## src/rtl/pin_evt_pkg.sv

```systemverilog
package pin_evt_pkg;

  typedef enum logic [3:0] {
    TRIG_OFF  = 4'h0,
    TRIG_LOW  = 4'h8,
    TRIG_RISE = 4'h9,
    TRIG_FALL = 4'hA,
    TRIG_BOTH = 4'hB,
    TRIG_HIGH = 4'hC
  } trig_e;

  // Detection for one pin given its trigger code and the synchronized
  // value this cycle (cur) and last cycle (prev).
  function automatic logic trig_hit(input logic [3:0] code,
                                    input logic cur, input logic prev);
    case (code)
      TRIG_LOW:  return !cur;
      TRIG_HIGH: return cur;
      TRIG_RISE: return cur && !prev;
      TRIG_FALL: return !cur && prev;
      TRIG_BOTH: return cur ^ prev;
      default:   return 1'b0;
    endcase
  endfunction

  function automatic logic trig_valid(input logic [3:0] code);
    return code inside {TRIG_LOW, TRIG_HIGH, TRIG_RISE, TRIG_FALL, TRIG_BOTH};
  endfunction

endpackage

```

## src/rtl/pin_evt_sync.sv

```systemverilog
module pin_evt_sync #(
  parameter int W      = 32,
  parameter int STAGES = 2
) (
  input  logic         clk,
  input  logic         rst_n,
  input  logic [W-1:0] raw,
  output logic [W-1:0] cur,
  output logic [W-1:0] prev
);
  logic [W-1:0] chain [STAGES];

  generate
    for (genvar s = 0; s < STAGES; s++) begin : g_stage
      if (s == 0) begin : g_first
        always_ff @(posedge clk) begin
          if (!rst_n) chain[s] <= '0;
          else        chain[s] <= raw;
        end
      end else begin : g_next
        always_ff @(posedge clk) begin
          if (!rst_n) chain[s] <= '0;
          else        chain[s] <= chain[s-1];
        end
      end
    end
  endgenerate

  always_ff @(posedge clk) begin
    if (!rst_n) prev <= '0;
    else        prev <= chain[STAGES-1];
  end

  assign cur = chain[STAGES-1];
endmodule

```

## src/rtl/pin_evt_cell.sv

```systemverilog
module pin_evt_cell
  import pin_evt_pkg::*;
#(
  parameter int CODE_W = 4
) (
  input  logic              clk,
  input  logic              rst_n,
  input  logic              cfg_we,
  input  logic [CODE_W-1:0] cfg_wcode,
  input  logic              cur,
  input  logic              prev,
  output logic [CODE_W-1:0] cfg_q,
  output logic              hit
);
  always_ff @(posedge clk) begin
    if (!rst_n)      cfg_q <= '0;
    else if (cfg_we) cfg_q <= cfg_wcode;
  end

  assign hit = trig_hit(cfg_q, cur, prev);

  // codes outside the listed set never produce a detection
  p_off_silent_r7: assert property (@(posedge clk) disable iff (!rst_n)
    !trig_valid(cfg_q) |-> !hit);

  // a rising-edge pin only fires when the synchronized level is high
  p_rise_level_r3: assert property (@(posedge clk) disable iff (!rst_n)
    (cfg_q == TRIG_RISE && hit) |-> (cur && $past(cur) == prev));
endmodule

```

## src/rtl/pin_evt_flags.sv

```systemverilog
module pin_evt_flags #(
  parameter int W = 32
) (
  input  logic         clk,
  input  logic         rst_n,
  input  logic [W-1:0] hit,
  input  logic [W-1:0] clr,
  output logic [W-1:0] flags
);
  // A new detection has priority over a clear of the same bit.
  always_ff @(posedge clk) begin
    if (!rst_n) flags <= '0;
    else        flags <= (flags & ~clr) | hit;
  end

  // a bit detected in a cycle is set afterwards, clear or not
  p_hit_wins_r9: assert property (@(posedge clk) disable iff (!rst_n)
    1'b1 |=> ((flags & $past(hit)) == $past(hit)));

  // a cleared bit without a new detection goes to 0
  p_w1c_r8: assert property (@(posedge clk) disable iff (!rst_n)
    1'b1 |=> ((flags & $past(clr & ~hit)) == '0));

  // a flag only appears when a detection caused it
  p_no_spurious_r8: assert property (@(posedge clk) disable iff (!rst_n)
    1'b1 |=> ((flags & ~$past(flags) & ~$past(hit)) == '0));
endmodule

```

## src/rtl/pin_evt_top.sv

```systemverilog
module pin_evt_top
  import pin_evt_pkg::*;
#(
  parameter int NPINS       = 32,
  parameter int ADDR_W      = 8,
  parameter int DATA_W      = 32,
  parameter int CODE_W      = 4,
  parameter int CODE_LSB    = 16,
  parameter int SYNC_STAGES = 2,
  parameter logic [ADDR_W-1:0] STAT_OFF = 8'hA0
) (
  input  logic              clk,
  input  logic              rst_n,
  input  logic              bus_we,
  input  logic [ADDR_W-1:0] bus_addr,
  input  logic [DATA_W-1:0] bus_wdata,
  output logic [DATA_W-1:0] bus_rdata,
  input  logic [NPINS-1:0]  pin_in,
  output logic              irq_o
);
  localparam int IDX_W = $clog2(NPINS);

  logic [NPINS-1:0]  cur, prev, hit_vec, flags, clr;
  logic [CODE_W-1:0] cfg_arr [NPINS];
  logic              in_ctrl, at_stat;
  logic [IDX_W-1:0]  idx;

  assign idx     = bus_addr[IDX_W+1:2];
  assign in_ctrl = (bus_addr[ADDR_W-1:IDX_W+2] == '0) && (bus_addr[1:0] == 2'b00);
  assign at_stat = (bus_addr == STAT_OFF);
  assign clr     = (bus_we && at_stat) ? bus_wdata[NPINS-1:0] : '0;

  pin_evt_sync #(.W(NPINS), .STAGES(SYNC_STAGES)) u_sync (
    .clk(clk), .rst_n(rst_n), .raw(pin_in), .cur(cur), .prev(prev)
  );

  generate
    for (genvar p = 0; p < NPINS; p++) begin : g_pin
      pin_evt_cell #(.CODE_W(CODE_W)) u_cell (
        .clk      (clk),
        .rst_n    (rst_n),
        .cfg_we   (bus_we && in_ctrl && (idx == IDX_W'(p))),
        .cfg_wcode(bus_wdata[CODE_LSB +: CODE_W]),
        .cur      (cur[p]),
        .prev     (prev[p]),
        .cfg_q    (cfg_arr[p]),
        .hit      (hit_vec[p])
      );
    end
  endgenerate

  pin_evt_flags #(.W(NPINS)) u_flags (
    .clk(clk), .rst_n(rst_n), .hit(hit_vec), .clr(clr), .flags(flags)
  );

  always_comb begin
    bus_rdata = '0;
    if (at_stat)      bus_rdata[NPINS-1:0] = flags;
    else if (in_ctrl) bus_rdata[CODE_LSB +: CODE_W] = cfg_arr[idx];
  end

  assign irq_o = |flags;

  // an idle interrupt line rises exactly when some pin was detected
  p_irq_follows_r10: assert property (@(posedge clk) disable iff (!rst_n)
    !irq_o |=> (irq_o == ($past(hit_vec) != '0)));
endmodule

```

## config.mk

```make
export PLATFORM = sky130hd
export DESIGN_NAME = pin_evt_top
export DESIGN_NICKNAME = d
export VERILOG_FILES = /design/src/rtl/pin_evt_pkg.sv /design/src/rtl/pin_evt_sync.sv /design/src/rtl/pin_evt_cell.sv /design/src/rtl/pin_evt_flags.sv /design/src/rtl/pin_evt_top.sv
export SDC_FILE = /design/constraint.sdc
export NUM_CORES = 1
export LEC_CHECK = 0
export BUFFER_PORTS_ARGS = -buffer_cell sky130_fd_sc_hd__buf_2
export CAP_MARGIN = 25
export CORE_AREA = 2 2 165 167
export DETAILED_ROUTE_END_ITERATION = 8
export DIE_AREA = 0 0 167 169
export GPL_TIMING_DRIVEN = 0
export PLACE_DENSITY = 0.71
export SYNTH_ARGS = -nofsm -noshare
export SYNTH_HDL_FRONTEND = slang
export SYNTH_SLANG_ARGS = --single-unit
```

## constraint.sdc

```tcl
create_clock -name clk -period 1.9 [get_ports clk]
set_clock_uncertainty 0.2 [all_clocks]
set_input_delay 0.285 -clock clk [delete_from_list [all_inputs] [get_ports clk]]
set_output_delay 0.285 -clock clk [all_outputs]
set_load 0.01 [all_outputs]
```

==> results of run 1 <==
==> Yosys cell counts, types with 8 or more instances <==
cell type / number / area [sq um]
dfxtp_1: 256 / 5120
mux2i_1: 147 / 1470
nor2b_1: 135 / 845
and2_1: 126 / 788
inv_1: 99 / 372
nand2b_1: 65 / 407
ha_1: 64 / 801
clkbuf_1: 47 / 176
a21oi_1: 35 / 175
nand3b_1: 34 / 255
nand4_1: 34 / 213
o211ai_1: 33 / 248
o211a_1: 32 / 320
o21a_1: 32 / 240
xor2_1: 32 / 280
a21boi_0: 22 / 165
mux4_2: 21 / 473
buf_2: 10 / 50.1
buf_6: 8 / 90.1
nor4_1: 8 / 50.1
==> flip-flops by register name, summed over array words and instances (netlist names) <==
register            flops
u_sync.prev            32
u_flags.flags          32
u_sync.chain           64
g_pin.u_cell.cfg_q    128
==> worst max-delay path, cell delays in order, from the launching register on <==
cell      delay, ps
dfxtp_2         350
mux4_2          510
mux2_4          290
a221oi_4        260
a31oi_2          90
buf_2           170
==> layout make-up <==
cell class / instances / area [sq um]
sequential: 256 / 5170
inverter: 99 / 372
multi-input combinational: 885 / 7500
clock buffer: 40 / 827
buffer: 73 / 422
timing repair buffer: 183 / 1480
clock inverter: 11 / 110
tap: 341 / 427
fill: 2132 / 10200
==> metrics by stage <==
stage	power (W)	worst slack, ps	hold WS, ps	TNS (ps)	cells
floorplan	0.00608	-139	206	-2150	1315
global placement	0.00637	-983	214	-70110	1757
detailed placement	0.00639	-978	219	-71190	1757
global route	0.0123	-821	12.3	-11260	1888
finish	0.0119	-805	6.93	-10600	1888
CTS	0.0120	-813	12.8	-12450	1886
==> cell families (layout without fill, tap and decap cells) <==
family | after synthesis | in the layout | synth area share [%]
adders and majority gates | 64 | 64 | 6.11
buffers and inverters | 174 | 406 | 5.68
xor gates and xnor gates | 32 | 32 | 2.14
AOI/OAI and AO/OA | 191 | 191 | 11.1
muxes | 173 | 173 | 15.3
and+or+nand+nor | 425 | 425 | 20.6
DFF | 256 | 256 | 39.1
==> layer usage <==
metal / track usage, % / routed length, um / vias to the layer above
met2: 41.7 / 17100 / 350
met3: 4.61 / 2770 / 78
met4: 8.43 / 1130 / 0
met5: 0 / 0 / -
li1: - / - / 4933
met1: 35.4 / 16900 / 4976
==> final timing paths <==
kind                                           startpoint                   endpoint  cells past startpoint
worst max-delay path            g_pin[31].u_cell.cfg_q[1]              bus_rdata[17]                      5
worst min-delay path                        bus_wdata[19]  g_pin[24].u_cell.cfg_q[3]                      3
worst max register to register        u_sync.chain[1][30]          u_flags.flags[30]                      5
worst min register to register         u_sync.chain[0][3]         u_sync.chain[1][3]                      1
==> timing repair <==
action                                 CTS  global route
gates cloned                             1             1
setup endpoints to repair               33            49
hold buffers                            64             0
pin swaps                                8            12
setup buffers                           15             2
endpoints found under the hold margin   76             0
resized for setup                       60            79
==> power groups by stage <==
stage / registers, W / clock network [W] / logic (W)
floorplan: 0.00561 / 0 / 0.000473
finish: 0.00550 / 0.00551 / 0.000912
detailed placement: 0.00563 / 0 / 0.000758
global placement: 0.00563 / 0 / 0.000744
CTS: 0.00551 / 0.00558 / 0.000883
global route: 0.00551 / 0.00582 / 0.000976
==> cell usage in the layout (no fill, tap or decap), types with 7 or more instances in the layout <==
master         instances
buf_6                 32
nor2b_1              134
a21oi_1               34
o211a_1               32
dfxtp_1              230
inv_1                 99
mux4_2                21
clkinv_2               7
clkbuf_1              47
dfxtp_2               22
dlygate4sd3_1         64
o21a_1                32
nand3b_1              34
buf_2                 84
a21boi_0              22
and2_1               106
nand2b_1              65
and2_4                20
nand4_1               34
ha_1                  64
buf_4                 17
o211ai_1              33
mux2i_1              145
xor2_1                32
clkbuf_16             30
==> flow_summary.toml, run 1 <==
[min_path]
hp-class = "primary input to flop"

[final_layout]
diodes = 0
final_core_util_pct = 61.6
final_cell_area_sq_um = 16300
nNetsFinal = 1666
area_delta_synth_final_pct = 24.4
drive_gt1_share_pct = 19.4

[die]
coreArea_sq_um = 26500
dieWidth_um = 167
start_util_pct = 49.5
die-area_sq_um = 28200
pin_count = 108
num_rows = 60
die_h_um = 169

[power]
p_leak_nw = 7.37
p_sw_w = 0.00277
clkPwrFrac_pct = 46.2
power_density_nw_per_um2 = 731
switching_share_pct = 23.2
vdd_drop_max_mv = 0.618
p_int_w = 0.00916
seq_power_share_pct = 46.1
pwr-share-comb_pct = 7.6

[critical_path]
path_max_fanout = 6
cp-start-kind = "flop"
critPathKind = "flop to output pin"
reg2reg_slack_ps = 210
crit_path_end_kind = "output pin"
arrival_ps = 2220
cp_data_required_time_ps = 1410

[clock_tree]
cts_tree = "yes"
cts_buffer_depth = 3
clk_pin_slew_ps = 60
cts_root_buf = "clkbuf_16"
numCtsBuffers = 29
clk_latency_ps = 550
cts_sinks = 256
cts.htree.levels = 1

[global_route]
antenna_found_initial = 0
grt_pass1_vias = 10000
grt_pass1_wl_um = 56700
grt_usage_pct = 25.9
grt_start_max_net_pins = 14
grt-ovfl-total = 0

[sta]
setup_viol = 33
timing.final.crit_period_ps = 2700
timing.final.crit_share_pct = 142
max_freq_mhz = 370
slew_viol_final = 0
rsz0062_at_grt = "true"
finalHoldViolations = 0
finalWorstSetupSlack_ps = -805
max-slew-margin-rel_pct = 45.2
tightestPinTransition_ps = 822

[route]
wl_um = 37900
drt_iter0_drc = 661
drc = 0
ant_nets = 0
wl_per_cell_um = 20.1
dr.pass1.iters = 5
vias = 10300
vias_per_cell = 5.48

[yosys]
yosys_register_bits = 256
postSynthCellCount = 1315
synth_fp_nets = 1454
avgSynthCellArea_sq_um = 9.97
yosysWarnings = 0
postSynth.asyncResetShare_pct = 0
yosysUniqueCellTypes = 49
synth-edff-count = 0
synthesis.area_sq_um = 13100
synth-main-ff-cell = "dfxtp_1"
seq_area_frac_synth_pct = 39.1

[placed_design]
place_congestion = 0.963
io_buffers = 101
dpl_cell_area_sq_um = 14100
dp.final_hpwl_um = 27500

[status]
status = "complete, but fails checks"
violations = "setup timing"

[flow_run]
drv_cap = 0
No activity file was read; power rests on OpenSTA's default activity.
==> run 2, diff against run 1 <==
--- a/config.mk
+++ b/config.mk
@@ -11,7 +11,9 @@
 export DETAILED_ROUTE_END_ITERATION = 8
 export DIE_AREA = 0 0 167 169
 export GPL_TIMING_DRIVEN = 0
+export MAX_ROUTING_LAYER = met4
 export PLACE_DENSITY = 0.71
 export SYNTH_ARGS = -nofsm -noshare
 export SYNTH_HDL_FRONTEND = slang
 export SYNTH_SLANG_ARGS = --single-unit
+export TNS_END_PERCENT = 50
==> run 2 against run 1 <==
The run still ends with setup timing left. Combinational power rose by 0.5%. Power rose by 4.7%. Die area did not move. Register-to-register slack barely moved. Worst hold slack improved by 170 ps.
==> flow_summary.toml, run 2 (synthesis results as in run 1) <==
[status]
violations = "setup timing"
status = "complete, but fails checks"

[flow_run]
drv_cap = 0

[power]
seq_power_share_pct = 44.0
p_int_w = 0.00970
p_sw_w = 0.00280
vdd_drop_max_mv = 0.669
switching_share_pct = 22.4
power_density_nw_per_um2 = 756
p_leak_nw = 7.46
clkPwrFrac_pct = 48.6
pwr-share-comb_pct = 7.3

[sta]
slew_viol_final = 0
tightestPinTransition_ps = 823
setup_viol = 33
max_freq_mhz = 367
finalWorstSetupSlack_ps = -823
timing.final.crit_period_ps = 2720
finalHoldViolations = 0
max-slew-margin-rel_pct = 45.1
rsz0062_at_grt = "true"
timing.final.crit_share_pct = 143

[route]
wl_per_cell_um = 20.1
vias_per_cell = 5.45
ant_nets = 0
wl_um = 38200
drc = 0
vias = 10300
drt_iter0_drc = 912
dr.pass1.iters = 7

[final_layout]
top_register = "g_pin.u_cell.cfg_q"
diodes = 0
largest_register_ffs = 128
final_core_util_pct = 62.3
top_regs = "g_pin.u_cell.cfg_q (128), u_sync.chain (64)"
area_delta_synth_final_pct = 25.9
drive_gt1_share_pct = 20.0
nNetsFinal = 1674
layout_commonest_cell = "dfxtp_1"
layout_common_cells = "226 x dfxtp_1, 146 x mux2i_1, 134 x nor2b_1"

[clock_tree]
cts_tree = "yes"
cts.htree.levels = 1
clk_pin_slew_ps = 60
clk_latency_ps = 530
cts_sinks = 256
cts_root_buf = "clkbuf_16"
cts_buffer_depth = 3
numCtsBuffers = 28

[global_route]
grt_pass1_wl_um = 58200
grt_start_max_net_pins = 14
grt_pass1_vias = 10200
grt-ovfl-total = 0
grt_usage_pct = 27.4
antenna_found_initial = 0

[critical_path]
crit_path_end_kind = "output pin"
r2r-start = "u_sync.chain[1][30]"
cp_data_required_time_ps = 1410
cp-start-kind = "flop"
cp_cell_sequence = "mux4_2 > mux2_4 > a221oi_4 > a31oi_2 > buf_2"
reg2reg_slack_ps = 210
arrival_ps = 2240
r2r-end = "u_flags.flags[30]"
crit_slowest_cell = "mux4_2"
reg2reg_depth = 5
critPathKind = "flop to output pin"
path_max_fanout = 2
slowest_delay_ps = 510

[min_path]
hold_end = "u_flags.flags[0]"
min_path_cells = 5
hold_start = "bus_we"
hp-class = "primary input to flop"

[die]
die_h_um = 169
num_rows = 60
coreArea_sq_um = 26500
die-area_sq_um = 28200
dieWidth_um = 167
pin_count = 108
start_util_pct = 49.5

[placed_design]
post-place-ws_ps = -978
dp.final_hpwl_um = 27600
place_congestion = 1.00
io_buffers = 101
## run 2: per-stage QoR
stage / cell area, sq um / hold slack [ps] / total power [W] / cells / TNS, ps
after floorplan: 13200 / 206 / 0.00608 / 1315 / -2150
after global placement: 14100 / 214 / 0.00637 / 1757 / -68200
after detailed placement: 14100 / 219 / 0.00639 / 1757 / -71770
after CTS: 16400 / 160 / 0.0125 / 1895 / -12380
after global routing: 16500 / 231 / 0.0129 / 1898 / -14320
final: 16500 / 179 / 0.0125 / 1898 / -13150
## run 2: routing by layer
layer,GRT usage [%],vias up,share of wire [%]
met5,-,-,0
met4,7.12,0,2.4
met3,6.62,66,7.8
met2,43.7,319,46
met1,34.9,5016,44
li1,-,4946,-
## run 2: what timing repair did
action	in CTS	in global routing
setup endpoints to repair	33	80
pin swaps	28	7
cloned	2	0
gates resized for setup	102	40
setup buffers	20	4
hold endpoints to repair	78	0
hold buffers	65	0
## run 2: final cells by class
class                      count  area (sq um)
buffer                        74           434
clock buffer                  38           820
clock inverter                14           228
fill                        2150          9980
inverter                      99           372
multi-input combinational    885          7500
sequential                   256          5180
tap                          341           427
timing repair buffer         191          1550
## run 2: how the worst max path moves through the flow
stage,startpoint,cells past startpoint,slack (ps),endpoint
floorplan,bus_addr[6],6,-140,bus_rdata[19]
global placement,bus_addr[2],8,-950,bus_rdata[19]
detailed placement,bus_addr[5],8,-980,bus_rdata[16]
CTS,g_pin[23].u_cell.cfg_q[1],5,-810,bus_rdata[17]
global route,g_pin[31].u_cell.cfg_q[1],5,-840,bus_rdata[17]
finish,g_pin[23].u_cell.cfg_q[0],5,-820,bus_rdata[16]
## run 2: worst max-delay path, delay by kind of cell (launching register included)
kind | cells | cell delay (ps)
compound gates | 2 | 390
mux | 2 | 810
flops | 1 | 320
buf+inv | 1 | 180
## run 2: power groups by stage
stage | Sequential (W) | Clock (W) | Combinational, W
finish | 0.00550 | 0.00608 | 0.000917
global route | 0.00551 | 0.00637 | 0.000987
CTS | 0.00550 | 0.00614 | 0.000895
detailed placement | 0.00563 | 0 | 0.000760
global placement | 0.00563 | 0 | 0.000743
floorplan | 0.00561 | 0 | 0.000473
